## src/rtl/ssm_pkg.sv

```systemverilog
package ssm_pkg;
  localparam int AW = 3;

  typedef enum logic [AW-1:0] {
    REG_STAT = 3'd0,
    REG_CTRL = 3'd1,
    REG_TXA  = 3'd2,
    REG_TXB  = 3'd3,
    REG_RX   = 3'd4
  } ssm_reg_e;

  // status bit positions
  localparam int ST_BUSY = 0;
  localparam int ST_DONE = 1;
  localparam int ST_ERR  = 2;

  // control field positions
  localparam int CT_EN  = 0;
  localparam int CT_DIV = 2;
endpackage

```

## src/rtl/ssm_baud.sv

```systemverilog
module ssm_baud #(
  parameter int SEL_W = 2
) (
  input  logic             clk,
  input  logic             rst_n,
  input  logic             load,
  input  logic [SEL_W-1:0] sel,
  input  logic             run,
  output logic             tick
);
  localparam int CNT_W = 1 << SEL_W;

  logic [CNT_W-1:0] half_m1;
  logic [CNT_W-1:0] cnt;

  // half period is latched when a transfer starts
  always_ff @(posedge clk or negedge rst_n) begin
    if (!rst_n) begin
      half_m1 <= '0;
      cnt     <= '0;
    end else if (load) begin
      half_m1 <= (CNT_W'(1) << sel) - CNT_W'(1);
      cnt     <= '0;
    end else if (run) begin
      if (cnt == half_m1) cnt <= '0;
      else                cnt <= cnt + CNT_W'(1);
    end else begin
      cnt <= '0;
    end
  end

  assign tick = run && !load && (cnt == half_m1);

  // the phase counter never runs past the latched half period
  a_r2_phase_bound: assert property (@(posedge clk) disable iff (!rst_n)
    run |-> (cnt <= half_m1));
endmodule

```

## src/rtl/ssm_shift.sv

```systemverilog
module ssm_shift #(
  parameter int DW = 8
) (
  input  logic          clk,
  input  logic          rst_n,
  input  logic          abort,
  input  logic          start,
  input  logic          start_tx,
  input  logic [DW-1:0] tx_byte,
  input  logic          tick,
  input  logic          sd_i,
  output logic          busy,
  output logic          sclk,
  output logic          sd_o,
  output logic          sd_oe,
  output logic          fin,
  output logic [DW-1:0] rx_byte
);
  localparam int EDGES = 2 * DW;
  localparam int EW    = $clog2(EDGES);
  localparam logic [EW-1:0] LAST = EW'(EDGES - 1);

  logic [DW-1:0] shreg;
  logic [EW-1:0] ecnt;
  logic          mode_tx;

  assign fin   = busy && tick && !abort && (ecnt == LAST);
  assign sd_oe = busy && mode_tx;

  always_ff @(posedge clk or negedge rst_n) begin
    if (!rst_n) begin
      busy    <= 1'b0;
      sclk    <= 1'b1;
      sd_o    <= 1'b0;
      shreg   <= '0;
      ecnt    <= '0;
      mode_tx <= 1'b0;
      rx_byte <= '0;
    end else if (abort) begin
      busy <= 1'b0;
      sclk <= 1'b1;
    end else if (start && !busy) begin
      busy    <= 1'b1;
      sclk    <= 1'b1;
      mode_tx <= start_tx;
      shreg   <= tx_byte;
      ecnt    <= '0;
    end else if (busy && tick) begin
      ecnt <= ecnt + EW'(1);
      if (!ecnt[0]) begin
        // falling edge: launch next bit
        sclk <= 1'b0;
        if (mode_tx) begin
          sd_o  <= shreg[DW-1];
          shreg <= {shreg[DW-2:0], 1'b0};
        end
      end else begin
        // rising edge: capture input bit
        sclk <= 1'b1;
        if (!mode_tx) shreg <= {shreg[DW-2:0], sd_i};
        if (ecnt == LAST) begin
          busy <= 1'b0;
          if (!mode_tx) rx_byte <= {shreg[DW-2:0], sd_i};
        end
      end
    end
  end

  // the serial clock rests high whenever no transfer runs
  a_r3_idle_high: assert property (@(posedge clk) disable iff (!rst_n)
    !busy |-> sclk);

  // driven data only moves while the serial clock is low
  a_r4_change_on_fall: assert property (@(posedge clk) disable iff (!rst_n)
    (busy && $past(busy) && !$stable(sd_o)) |-> !sclk);
endmodule

```

## src/rtl/ssm_csr.sv

```systemverilog
module ssm_csr
  import ssm_pkg::*;
#(
  parameter int DW    = 8,
  parameter int SEL_W = 2
) (
  input  logic             clk,
  input  logic             rst_n,
  input  logic             acc_sel,
  input  logic             acc_we,
  input  logic [AW-1:0]    acc_addr,
  input  logic [DW-1:0]    acc_wdata,
  output logic [DW-1:0]    acc_rdata,
  input  logic             busy,
  input  logic             fin,
  input  logic [DW-1:0]    rx_byte,
  output logic [1:0]       en,
  output logic [SEL_W-1:0] div,
  output logic             start,
  output logic             start_tx,
  output logic [DW-1:0]    tx_byte,
  output logic             done_o
);
  logic wr, rd, is_tx, any_en, start_rx;
  logic done_q, err_q;

  assign wr       = acc_sel && acc_we;
  assign rd       = acc_sel && !acc_we;
  assign is_tx    = (acc_addr == REG_TXA) || (acc_addr == REG_TXB);
  assign any_en   = |en;
  assign start_tx = wr && is_tx && any_en && !busy;
  assign start_rx = rd && (acc_addr == REG_RX) && any_en && !busy;
  assign start    = start_tx || start_rx;
  assign tx_byte  = acc_wdata;
  assign done_o   = done_q;

  always_ff @(posedge clk or negedge rst_n) begin
    if (!rst_n) begin
      en  <= '0;
      div <= '0;
    end else if (wr && acc_addr == REG_CTRL) begin
      en  <= acc_wdata[CT_EN +: 2];
      div <= acc_wdata[CT_DIV +: SEL_W];
    end
  end

  always_ff @(posedge clk or negedge rst_n) begin
    if (!rst_n)     done_q <= 1'b0;
    else if (start) done_q <= 1'b0;
    else if (fin)   done_q <= 1'b1;
  end

  always_ff @(posedge clk or negedge rst_n) begin
    if (!rst_n)                              err_q <= 1'b0;
    else if (wr && is_tx && busy)            err_q <= 1'b1;
    else if (rd && acc_addr == REG_STAT)     err_q <= 1'b0;
  end

  always_ff @(posedge clk or negedge rst_n) begin
    if (!rst_n) begin
      acc_rdata <= '0;
    end else if (rd) begin
      case (acc_addr)
        REG_STAT: begin
          acc_rdata          <= '0;
          acc_rdata[ST_BUSY] <= busy;
          acc_rdata[ST_DONE] <= done_q;
          acc_rdata[ST_ERR]  <= err_q;
        end
        REG_CTRL: acc_rdata <= DW'({div, en});
        REG_RX:   acc_rdata <= rx_byte;
        default:  acc_rdata <= '0;
      endcase
    end
  end

  // a transmit write during a transfer raises the error flag
  a_r8_err_on_busy_write: assert property (@(posedge clk) disable iff (!rst_n)
    (wr && is_tx && busy) |=> err_q);
endmodule

```

## src/rtl/ssm_master.sv

```systemverilog
module ssm_master
  import ssm_pkg::*;
#(
  parameter int DW    = 8,
  parameter int SEL_W = 2
) (
  input  logic          clk,
  input  logic          rst_n,
  input  logic          csr_sel,
  input  logic          csr_we,
  input  logic [2:0]    csr_addr,
  input  logic [DW-1:0] csr_wdata,
  output logic [DW-1:0] csr_rdata,
  output logic          sclk,
  output logic          sdata_o,
  output logic          sdata_oe,
  input  logic          sdata_i,
  output logic          sen_a,
  output logic          sen_b
);
  logic [1:0]       en_w;
  logic [SEL_W-1:0] div_w;
  logic             start_w, start_tx_w, busy_w, fin_w, tick_w, done_w, abort_w;
  logic [DW-1:0]    tx_w, rx_w;

  assign abort_w = (en_w == 2'b00);
  assign sen_a   = en_w[0];
  assign sen_b   = en_w[1];

  ssm_csr #(.DW(DW), .SEL_W(SEL_W)) u_csr (
    .clk(clk), .rst_n(rst_n),
    .acc_sel(csr_sel), .acc_we(csr_we), .acc_addr(csr_addr),
    .acc_wdata(csr_wdata), .acc_rdata(csr_rdata),
    .busy(busy_w), .fin(fin_w), .rx_byte(rx_w),
    .en(en_w), .div(div_w), .start(start_w), .start_tx(start_tx_w),
    .tx_byte(tx_w), .done_o(done_w)
  );

  ssm_baud #(.SEL_W(SEL_W)) u_baud (
    .clk(clk), .rst_n(rst_n), .load(start_w), .sel(div_w),
    .run(busy_w), .tick(tick_w)
  );

  ssm_shift #(.DW(DW)) u_shift (
    .clk(clk), .rst_n(rst_n), .abort(abort_w), .start(start_w),
    .start_tx(start_tx_w), .tx_byte(tx_w), .tick(tick_w), .sd_i(sdata_i),
    .busy(busy_w), .sclk(sclk), .sd_o(sdata_o), .sd_oe(sdata_oe),
    .fin(fin_w), .rx_byte(rx_w)
  );

  // an accepted start makes the port busy on the next cycle
  a_r4_start_busy: assert property (@(posedge clk) disable iff (!rst_n)
    start_w |=> busy_w);

  // with both enables off the port cannot stay busy
  a_r9_disabled_idle: assert property (@(posedge clk) disable iff (!rst_n)
    abort_w |=> !busy_w);

  // a receive read with both enables off starts nothing
  a_r6_no_rx_disabled: assert property (@(posedge clk) disable iff (!rst_n)
    (csr_sel && !csr_we && csr_addr == REG_RX && abort_w) |=> !busy_w);

  // a transfer that ends while enabled leaves the complete flag set
  a_r7_done_on_finish: assert property (@(posedge clk) disable iff (!rst_n)
    ($fell(busy_w) && $past(en_w) != 2'b00) |-> done_w);
endmodule

```

## config.mk

```make
export PLATFORM = sky130hd
export DESIGN_NAME = ssm_master
export DESIGN_NICKNAME = d
export VERILOG_FILES = /design/src/rtl/ssm_pkg.sv /design/src/rtl/ssm_baud.sv /design/src/rtl/ssm_shift.sv /design/src/rtl/ssm_csr.sv /design/src/rtl/ssm_master.sv
export SDC_FILE = /design/constraint.sdc
export NUM_CORES = 1
export LEC_CHECK = 0
export ABC_AREA = 1
export BUFFER_PORTS_ARGS = -buffer_cell sky130_fd_sc_hd__buf_2
export CORE_AREA = 3 3 71 73
export CTS_CLUSTER_DIAMETER = 200
export CTS_CLUSTER_SIZE = 25
export DETAILED_ROUTE_END_ITERATION = 10
export DIE_AREA = 0 0 74 76
export GPL_TIMING_DRIVEN = 0
export PLACE_DENSITY = 0.72
export SKIP_CTS_REPAIR_TIMING = 1
export SYNTH_ARGS = -nofsm -noshare
export SYNTH_HDL_FRONTEND = slang
export SYNTH_SLANG_ARGS = --single-unit
```

## constraint.sdc

```tcl
create_clock -name clk -period 1.4 [get_ports clk]
set_input_delay 0.35 -clock clk [delete_from_list [all_inputs] [get_ports clk]]
set_output_delay 0.35 -clock clk [all_outputs]
set_load 0.02 [all_outputs]
```

; Word-level counts from Yosys, hierarchy flattened
; Index checks and enable logic that the tools add are counted.
[totals]
regBits = 46
input_bits = 16
output_inout_bits = 13
elab_cells = 93
[op_classes]
n_addsub = 3
eq_ne = 7
n_shift = 1
n_mux = 24
bitwise_logic = 4
reduce_logical = 40
[ops]
columns = operator, n
row1 = $mux W8, 5
row2 = $pmux W8 S3, 1
row3 = $mux W4, 5
row4 = $logic_and A1 B1 Y1, 18
row5 = $mux W1, 13
row6 = $reduce_bool A3 Y1, 4
row7 = $add A4 B1 Y4 const B, 2
row8 = $eq A3 B2 Y1 const B, 2
row9 = $reduce_and A6 Y1, 1
row10 = $reduce_bool A2 Y1, 3
row11 = $reduce_and A5 Y1, 1
row12 = $eq A4 B4 Y1, 1
row13 = $eq A4 B4 Y1 const B, 1
row14 = $logic_not A1 Y1, 4
row15 = $not A1 Y1, 4
row16 = $reduce_and A2 Y1, 2
row17 = $reduce_and A4 Y1, 1
row18 = $shl A1 B2 Y4 const A, 1
row19 = $sub A4 B2 Y4 const B, 1
row20 = $eq A3 B1 Y1 const B, 1
row21 = $eq A3 B3 Y1 const B, 1
row22 = $logic_not A3 Y1, 1
row23 = $ne A3 B3 Y1 const B, 1
row24 = $reduce_and A3 Y1, 1
row25 = 3 further kinds, 4

; Logic depth before layout (Yosys ltp)
; Gate-level depths: netlist of the first run.
[depth]
depth_word = 14
ltp_mapped = 11
depth_no_buf = 10

; Cells and area by module
; From an unflattened synthesis of the first run, not the netlist that was laid out.
[unflattened]
hier_cells = 293
hier_area_um2 = 2356.0
[modules_own_cells]
columns = module, instances, cells_per_inst, area_each_um2, seq_area_each_um2
row1 = ssm_shift, 1, 150, 1183.6, 601.8
row2 = ssm_csr, 1, 95, 799.5, 350.3
row3 = ssm_baud, 1, 47, 369.1, 175.2
row4 = ssm_master, 1, 1, 3.8, 0.0

; Worst setup path before layout of the first run
; OpenSTA, ideal clock, no wires.
[synth_path]
path_type = register to register
startpoint = reg u_shift.ecnt[0]
endpoint = reg u_shift.rx_byte[0]
setup_ns = 0.065
arrival_ns = 1.331
t_required_ns = 1.335
path_slack_ns = 0.004
stages_incl_launch_ff = 8
n_path_buf = 0
period_less_slack_ns = 1.396
cell_sequence = dfrtp_1 > ha_1 > nand3_1 > nor2_1 > nand3_4 > nor2_4 > nand2_1 > nand2_1
[synth_between]
elab_chain_cells = 2
[synth_rtl]
columns = element, line_no
row1 = start: declaration, ssm_shift.sv:24  ; logic [EW-1:0] ecnt;
row2 = start signal: assignment, ssm_shift.sv:49  ; ecnt <= ecnt + EW'(1);
row3 = $eq A4 B4 Y1, ssm_shift.sv:61  ; if (ecnt == LAST) begin
row4 = $reduce_and A6 Y1 (no line) (*), -
row5 = end signal: assignment, ssm_shift.sv:63  ; if (!mode_tx) rx_byte <= {shreg[DW-2:0], sd_i};
row6 = end: declaration, ssm_shift.sv:17  ; output logic [DW-1:0] rx_byte
; Mark *: on every way between the ends. The rest lies on a longest branch, timed or not.
; A chain may end at the register's enable or synchronous reset.

; Final worst setup path of the first run
[layout_path]
startpoint = reg u_shift.ecnt[0]
endpoint = reg u_shift.shreg[3]
[layout_between]
elab_chain_cells = 3
word_cells_on_any_way = 6
cone_classes = 1 x eq/ne / 3 x mux / 2 x reduce/logical
[layout_rtl]
columns = element, line_no
row1 = $mux W8, ssm_shift.sv:50  ; if (!ecnt[0]) begin
row2 = $mux W8, ssm_shift.sv:48  ; end else if (busy && tick) begin
row3 = $mux W8, ssm_shift.sv:42  ; end else if (start && !busy) begin
row4 = end signal: assignment, ssm_shift.sv:46  ; shreg <= tx_byte;
row5 = end signal: assignment, ssm_shift.sv:55  ; shreg <= {shreg[DW-2:0], 1'b0};
row6 = end signal: assignment, ssm_shift.sv:60  ; if (!mode_tx) shreg <= {shreg[DW-2:0], sd_i};
row7 = end: declaration, ssm_shift.sv:23  ; logic [DW-1:0] shreg;
; Parallel ways exist; a longest one is shown, timed or not. The select of a mux whose other input is x is not followed.

==> results of run 1 <==
[flip-flops by register name, indices dropped and copies added, names as in the netlist]
name             count
u_csr.acc_rdata      8
u_shift.rx_byte      8
u_shift.shreg        8
u_baud.cnt           4
u_shift.ecnt         4
u_baud.half_m1       3
u_csr.div            2
u_csr.en             2
u_csr.done_o         1
u_csr.err_q          1
u_shift.busy         1
u_shift.mode_tx      1
u_shift.sclk         1
u_shift.sd_o         1
[through the flow]
stage / hold WS [ns] / std cells / setup slack [ns] / power (mW) / util
after floorplan: 0.0544 / 268 / 0.00394 / 2.17 / -
after global placement: 0.459 / 348 / -0.188 / 2.37 / 0.554
after detailed placement: 0.460 / 348 / -0.205 / 2.39 / 0.554
after CTS: 0.240 / 356 / -0.223 / 3.21 / 0.575
after global routing: 0.280 / 366 / -0.226 / 3.62 / 0.617
final: 0.205 / 366 / -0.104 / 3.41 / 0.617
[worst reg2reg max path, cell delays in order, from the launching register on]
cell and delay (ns):
dfrtp_2 0.42, buf_4 0.16, xor2_1 0.38, nand4_4 0.20, nand2_4 0.17, nand2_1 0.07
nand2_1 0.05
[worst paths after layout]
kind	startpoint	to	cells after the start
worst max-delay path	u_shift.ecnt[0]$_DFFE_PN0P_	u_shift.shreg[3]$_DFFE_PN0P_	6
worst min-delay path	rst_n	u_baud.cnt[3]$_DFF_PN0_	1
worst max register to register	u_shift.ecnt[0]$_DFFE_PN0P_	u_shift.shreg[3]$_DFFE_PN0P_	6
worst min register to register	u_csr.acc_rdata[4]$_DFFE_PN0N_	u_csr.acc_rdata[4]$_DFFE_PN0N_	2
max in group asynchronous	rst_n	u_shift.ecnt[0]$_DFFE_PN0P_	1
min in group clk	sdata_i	u_shift.rx_byte[0]$_DFFE_PN0P_	3
[power by group through the flow]
| stage | clock [mW] | combinational [mW] | sequential (mW) |
|---|---|---|---|
| finish | 0.817 | 0.943 | 1.65 |
| global route | 0.883 | 1.06 | 1.67 |
| CTS | 0.840 | 0.732 | 1.63 |
| detailed placement | 0 | 0.728 | 1.66 |
| floorplan | 0 | 0.522 | 1.65 |
| global placement | 0 | 0.710 | 1.66 |
[area by class of cell]
class,count,area [um2],area share
Clock inverter,3,22.5,0.00826
Clock buffer,5,68.8,0.0253
Multi-Input combinational cell,195,1050,0.387
Sequential cell,45,1130,0.415
Buffer,6,68.8,0.0253
Timing Repair Buffer,37,226,0.0831
Tap cell,52,65.1,0.0239
Inverter,23,87.6,0.0321
[layout by cell type, fill, tap and decap left out, types with 2 or more instances in the layout]
cell type	instances
xor2_1	4
nor2_2	5
clkinv_4	2
buf_8	2
buf_6	4
nor2_1	5
clkbuf_8	5
ha_1	2
nand2_2	7
nand2_4	3
inv_2	3
buf_4	8
nand3_2	3
inv_1	18
buf_2	28
o21ai_0	11
nand2_1	99
o21ai_2	5
o21ai_1	7
clkinv_2	2
dfrtp_1	41
dfrtp_2	3
nand3_1	27
nor2_4	4
nand3_4	3
[metal layers]
metal  wire length, um  vias up  share of wire
li1                  -      950              -
met1              2240      867           0.46
met3               237        8          0.049
met5                 0        -              0
met4                76        0          0.016
met2              2310       44           0.48
[kinds of logic (layout without fill, tap and decap cells)]
logic type / count (synthesis) / after routing / share of synthesized area
xor gates and xnor gates: 5 / 5 / 0.0196
adders and majority gates: 2 / 2 / 0.0112
DFF: 45 / 45 / 0.503
buffers and inverters: 29 / 74 / 0.0637
AOI/OAI and AO/OA: 27 / 27 / 0.0670
and+or+nand+nor: 159 / 160 / 0.330
muxes: 1 / 1 / 0.00503
==> impl_metrics.yaml, run 1 <==
outcome:
  status: "finished, violations left"
  violations: "negative setup slack"
final_layout:
  fin_area_um2: 2730
  nets: 331
  fillers: 401
  drive_above_1_share: 0.293
  n_antenna_cell: 0
  syn2layout_area_growth_pct: 21.7
place:
  dpl_cell_area_um2: 2440
  hpwlAfterDp_um: 3270
  place.gp.congestion: 0.790
  io_buffers: 28
clocking:
  clkLatencyLatePin_ns: 0.31
  cts-root-buf: "clkbuf_8"
  cts_max_level: 2
  cts_buffer_depth: 2
  clk_pin_slew_ns: 0.09
  cts_buffers: 5
  cts_num_sinks: 45
  cts_tree: "built"
synthesis:
  synth_largest_area_cell: "dfrtp_1"
  yosys_warnings: 0
  ys_seq_area_frac: 0.503
  synth_commonest_cells: "106 x nand2_1, 44 x dfrtp_1, 28 x nand3_1, 20 x inv_1"
  synth.most_common_cell: "nand2_1"
  synth_top_cell_area_share: 0.492
  synth_nets: 286
  netlist_area_um2: 2240
  synth_cell_types: 31
  synth_top_flop_cell: "dfrtp_1"
  synth-edff-count: 0
  synth.avg_cell_area_um2: 8.36
  ys_ff_latch: 45
  synthArstFlopShare: 1.00
  syn_inst: 268
  yosys-top-cells-area: "dfrtp_1 49%, nand2_1 18%, nand3_1 6.3%, inv_1 3.4%, o21ai_0 2.5%"
timing:
  setup_tns_ns: -1.54
  period_share: 1.07
  tightest_slew_ns: 0.988
  max_clock_freq_ghz: 0.665
  layout_setup_ws_ns: -0.104
  grt_setup_unrepaired: "yes"
  finClkSkew_ns: 0.0107
  drv_slew: 0
  final.min_clock_period_ns: 1.50
  maxSlewHeadroom: 0.342
  final-setup-viol-count: 20
  hold_violations: 0
die:
  dieWidth_um: 74
  dieArea_um2: 5620
  io_pins: 29
  die_h_um: 76
  rows: 24
  core-area_um2: 4410
  start_util: 0.507
power_and_ir_drop:
  p_leak_nw: 1.48
  swShare: 0.359
  internal_power_mw: 2.18
  powerDensity_nw_per_um2: 1250
  irDropWorstVdd_v: 0.000804
  p_sw_mw: 1.22
  p_seq_frac: 0.483
  clkPwrFrac: 0.240
  power.share.combinational: 0.277
grt:
  grt_overflow_total: 0
  antenna_found_initial: 0
  grtUsageMet2: 0.270
  grt_start_max_net_pins: 46
  grt_pass1_wl_um: 7840
  grt_pass1_vias: 1754
  groute.usage.overall: 0.177
  grtUsageMet1: 0.249
  use_met3: 0.0409
  grt-busiest-layer: "met2"
setup_path:
  crit_path_top_delay_cell: "dfrtp_2"
  crit_top_cell: "nand2_1"
  cp_data_required_time_ns: 1.65
  slowest_delay_ns: 0.42
  cp.arrival_ns: 1.75
  reg2reg_slack_ns: -0.10
  crit_fanout: 8
  cp.buffers_inverters: 1
  crit_family: "simple AND/OR/NAND/NOR gates"
  critPathKind: "flop to flop"
  endpoint_kind: "flop"
  start_kind: "flop"
  worstPathCellList: "buf_4, xor2_1, nand4_4, nand2_4, nand2_1, nand2_1"
min_path:
  hp-class: "input pin to asynchronous set/reset pin"
drt:
  drcViolationCount: 0
  drtAntennaViolNets: 0
  vias: 1869
  wl_um: 4860
  drtIter0Drc: 106
  firstDrtPassIters: 4
  wl_per_cell_um: 13.3
  viasPerCell: 5.11
flow_run:
  max_cap_viol_count: 0
No activity file was read; power rests on OpenSTA's default activity.
==> inputs of run 2 (changes only) <==
CORE_AREA = 3 3 69 71   (was 3 3 71 73)
CTS_BUF_LIST = sky130_fd_sc_hd__clkbuf_2   (was not set)
DIE_AREA = 0 0 72 74   (was 0 0 74 76)
PLACE_DENSITY = 0.76   (was 0.72)
==> run 2 against run 1 <==
Compared with the run above: via count is 0.59% lower; worst hold slack worse by 0.12 ns; largest power group unchanged; routed wire length is 1.5% lower; largest cell class unchanged; utilization is 1.8 points higher; sequential share of layout area is 0.057 points lower; die area is 5.3% lower; sequential power hardly changed; clock skew is 0.0098 ns higher; total power is 6.4% lower; fmax is 0.54% lower; the run still ends with negative setup slack left.
==> impl_metrics.yaml, run 2 (synthesis gave the netlist of run 1 again) <==
die:
  dieArea_um2: 5330
  core-area_um2: 4290
  start_util: 0.522
  die_h_um: 74
  io_pins: 29
  rows: 24
  dieWidth_um: 72
outcome:
  status: "finished, violations left"
  violations: "negative setup slack"
clocking:
  clk_pin_slew_ns: 0.23
  cts-root-buf: "clkbuf_2"
  cts_num_sinks: 45
  cts_buffers: 5
  cts_max_level: 2
  cts_tree: "built"
  cts_buffer_depth: 2
  clkLatencyLatePin_ns: 0.40
grt:
  groute.usage.overall: 0.179
  grt_pass1_vias: 1644
  grt_pass1_wl_um: 7550
  antenna_found_initial: 0
  grt_overflow_total: 0
  grt_start_max_net_pins: 46
setup_path:
  reg2reg_slack_ns: -0.11
  start_kind: "flop"
  cp.arrival_ns: 1.81
  critPathKind: "flop to flop"
  cp_data_required_time_ns: 1.70
  crit_fanout: 5
  endpoint_kind: "flop"
power_and_ir_drop:
  p_leak_nw: 1.49
  swShare: 0.359
  power.share.combinational: 0.319
  p_sw_mw: 1.14
  internal_power_mw: 2.04
  clkPwrFrac: 0.164
  irDropWorstVdd_v: 0.000552
  p_seq_frac: 0.517
  powerDensity_nw_per_um2: 1170
  finalPower_mw: 3.19
final_layout:
  fin_area_um2: 2730
  final_cell_mix: "104 x nand2_1, 41 x dfrtp_1, 27 x nand3_1"
  syn2layout_area_growth_pct: 21.8
  n_antenna_cell: 0
  layout.cells.non_filler: 371
  reg_top3: "u_csr.acc_rdata x8, u_shift.rx_byte x8, u_shift.shreg x8"
  drive_above_1_share: 0.301
  fillers: 386
  nets: 336
  final_common_cell: "nand2_1"
drt:
  wl_per_cell_um: 12.9
  drtAntennaViolNets: 0
  wl_um: 4790
  drtIter0Drc: 136
  firstDrtPassIters: 4
  viasPerCell: 5.01
  vias: 1858
  drcViolationCount: 0
timing:
  hold_violations: 0
  tightest_slew_ns: 0.984
  grt_setup_unrepaired: "yes"
  whs_ns: 0.0802
  finClkSkew_ns: 0.0205
  maxSlewHeadroom: 0.344
  final-setup-viol-count: 25
  max_clock_freq_ghz: 0.661
  period_share: 1.08
  layout_setup_ws_ns: -0.112
  drv_slew: 0
  final.min_clock_period_ns: 1.51
place:
  place.gp.congestion: 0.850
  hpwlAfterDp_um: 3220
  dpl_cell_area_um2: 2440
  io_buffers: 28
  placedCellCount: 348
flow_run:
  max_cap_viol_count: 0
min_path:
  hp-class: "input pin to asynchronous set/reset pin"
## run 2: cell types whose count changed in the layout (fill, tap and decap cells not counted), moves of 4 or more
cell	change
nand2_2	-4
buf_6	+4
buf_4	+5
clkbuf_8	-5
clkbuf_2	+6
nand2_1	+5
## run 2: worst max-delay path, stage by stage (launching register included)
cell and delay, ns:
dfrtp_1 0.46, inv_1 0.07, nand2_1 0.04, nand2_1 0.06
nand2_2 0.07, nor2_4 0.21, nand3_4 0.14, clkbuf_16 0.19
o21ai_1 0.12, nand2_1 0.06
## run 2: metrics by stage
stage	utilization	worst slack, ns	setup TNS (ns)
final	0.635	-0.112	-1.24
after floorplan	-	0.00394	0
after global placement	0.569	-0.185	-2.47
after detailed placement	0.569	-0.217	-3.01
after CTS	0.579	-0.264	-2.58
after global routing	0.635	-0.196	-3.46
## run 2: final cells by class
class | count | area [um2] | area share
clock buffers | 6 | 30.0 | 0.0110
flip-flops and latches | 45 | 1130 | 0.414
well taps | 52 | 65.1 | 0.0238
inverters | 23 | 88.8 | 0.0326
multi-input cells | 195 | 1050 | 0.385
repair buffers | 42 | 288 | 0.105
clock inverters | 2 | 10.0 | 0.00367
plain buffers | 6 | 65.1 | 0.0238
## run 2: power groups by stage
| stage | registers [mW] | clock network, mW | logic, mW |
|---|---|---|---|
| floorplan | 1.65 | 0 | 0.522 |
| finish | 1.65 | 0.523 | 1.02 |
| global route | 1.68 | 0.597 | 1.12 |
| global placement | 1.66 | 0 | 0.706 |
| detailed placement | 1.66 | 0 | 0.720 |
| CTS | 1.64 | 0.537 | 0.723 |
## run 2: layer usage
| layer | track usage | part of all wire |
|---|---|---|
| met1 | 0.255 | 0.46 |
| met2 | 0.281 | 0.49 |
| met3 | 0.0257 | 0.039 |
| met4 | 0.0626 | 0.012 |
| met5 | 0 | 0 |
## run 2: final timing paths
check,depth (start not counted),end,startpoint
min,1,u_csr.en[0]$_DFFE_PN0P_,rst_n
max reg2reg,9,u_shift.rx_byte[4]$_DFFE_PN0P_,u_baud.cnt[2]$_DFF_PN0_
min in group clk,3,u_shift.rx_byte[0]$_DFFE_PN0P_,sdata_i
max,9,u_shift.rx_byte[4]$_DFFE_PN0P_,u_baud.cnt[2]$_DFF_PN0_
max in group asynchronous,1,u_shift.ecnt[0]$_DFFE_PN0P_,rst_n
min reg2reg,2,u_csr.acc_rdata[3]$_DFFE_PN0N_,u_csr.acc_rdata[3]$_DFFE_PN0N_
==> inputs of run 3 (changes only) <==
GPL_TIMING_DRIVEN = not set   (was 0)
==> run 3 against run 2 <==
Compared with the run above: the run still ends with negative setup slack left; setup slack got worse by 0.056 ns; sequential share of layout area fell by 4.0 points; design area rose by 10%; clock power rose by 47%; register-to-register slack got worse by 0.06 ns; clock skew rose by 0.0087 ns; critical endpoint is now u_shift.shreg[1]$_DFFE_PN0P_; largest power group unchanged.
==> impl_metrics.yaml, run 3 (synthesis gave the netlist of run 1 again) <==
outcome:
  status: "finished, violations left"
  violations: "negative setup slack"
final_layout:
  utilization: 0.700
  final_cell_mix: "101 x nand2_1, 44 x dfrtp_1, 26 x nand3_1"
  final_common_cell: "nand2_1"
  syn2layout_area_growth_pct: 34.2
  drive_above_1_share: 0.341
  n_antenna_cell: 0
  reg_top3: "u_csr.acc_rdata x8, u_shift.rx_byte x8, u_shift.shreg x8"
  nets: 351
drt:
  drtAntennaViolNets: 0
  drtIter0Drc: 99
  wl_um: 5510
  viasPerCell: 5.22
  vias: 2014
  firstDrtPassIters: 4
  wl_per_cell_um: 14.3
  drcViolationCount: 0
min_path:
  hp-class: "input pin to flop"
setup_path:
  cp_data_required_time_ns: 1.79
  reg2reg_slack_ns: -0.17
  crit_fanout: 8
  critPathKind: "flop to flop"
  endpoint_kind: "flop"
  start_kind: "flop"
  cp.arrival_ns: 1.96
timing:
  final.min_clock_period_ns: 1.57
  maxSlewHeadroom: 0.712
  hold_violations: 0
  final-setup-viol-count: 30
  whs_ns: 0.108
  tightest_slew_ns: 0.431
  finClkSkew_ns: 0.0291
  setup_tns_ns: -2.11
  drv_slew: 0
  period_share: 1.12
  grt_setup_unrepaired: "yes"
  layout_setup_ws_ns: -0.168
  max_clock_freq_ghz: 0.638
die:
  start_util: 0.522
  die_h_um: 74
  dieArea_um2: 5330
  rows: 24
  dieWidth_um: 72
  io_pins: 29
  core-area_um2: 4290
clocking:
  cts-root-buf: "clkbuf_2"
  clkLatencyLatePin_ns: 0.45
  cts_buffer_depth: 2
  cts_num_sinks: 45
  clk_pin_slew_ns: 0.23
  cts_tree: "built"
  cts_buffers: 5
  cts_max_level: 2
place:
  place.gp.congestion: 0.847
  hpwlAfterDp_um: 3470
  io_buffers: 28
grt:
  grt_overflow_total: 0
  grt_pass1_vias: 1778
  grt_start_max_net_pins: 46
  grt_pass1_wl_um: 7850
  groute.usage.overall: 0.190
  antenna_found_initial: 0
power_and_ir_drop:
  irDropWorstVdd_v: 0.000658
  finalPower_mw: 3.65
  powerDensity_nw_per_um2: 1210
  p_leak_nw: 1.59
flow_run:
  max_cap_viol_count: 0
run 3: final cells by class:
| class | instances | area, um2 |
|---|---|---|
| Clock buffer | 5 | 25.0 |
| Inverter | 23 | 87.6 |
| Tap cell | 52 | 65.1 |
| Clock inverter | 3 | 46.3 |
| Multi-Input combinational cell | 196 | 1120 |
| Sequential cell | 45 | 1130 |
| Fill cell | 341 | 1290 |
| Timing Repair Buffer | 62 | 536 |
run 3: stage by stage:
step,area [um2],setup WS [ns],std cells
global route,3010,-0.245,386
finish,3010,-0.168,386
global placement,2590,-0.0126,364
floorplan,2240,0.00394,268
detailed placement,2590,-0.0457,364
CTS,2660,-0.261,372
run 3: path summary, 6_finish.rpt:
kind,startpoint,to,cells past startpoint
hold reg to reg,u_shift.shreg[7]$_DFFE_PN0P_,u_shift.sd_o$_DFFE_PN0P_,2
max in group asynchronous,rst_n,u_shift.sclk$_DFFE_PN1P_,3
setup / recovery,u_shift.ecnt[0]$_DFFE_PN0P_,u_shift.shreg[1]$_DFFE_PN0P_,6
min in group asynchronous,rst_n,u_csr.acc_rdata[3]$_DFFE_PN0N_,3
hold / removal,sdata_i,u_shift.rx_byte[0]$_DFFE_PN0P_,3
setup reg to reg,u_shift.ecnt[0]$_DFFE_PN0P_,u_shift.shreg[1]$_DFFE_PN0P_,6
run 3: power breakdown:
| group | total, mW | internal, mW | switching (mW) |
|---|---|---|---|
| registers | 1.65 | 1.48 | 0.168 |
| clock network | 0.768 | 0.304 | 0.464 |
| logic | 1.24 | 0.530 | 0.707 |
run 3: layer usage:
layer	global-route usage	wire length, um	vias to the layer above
li1	-	-	1002
met5	0	0	-
met3	0.0473	261	7
met2	0.303	2810	53
met1	0.254	2370	952
met4	0.0689	75	0
run 3: critical path, cell delays in order (launching register included):
cell,delay (ns)
dfrtp_1,0.48
buf_4,0.17
xor2_1,0.38
nand4_4,0.20
nand2_4,0.16
nand2_1,0.07
nand2_1,0.06
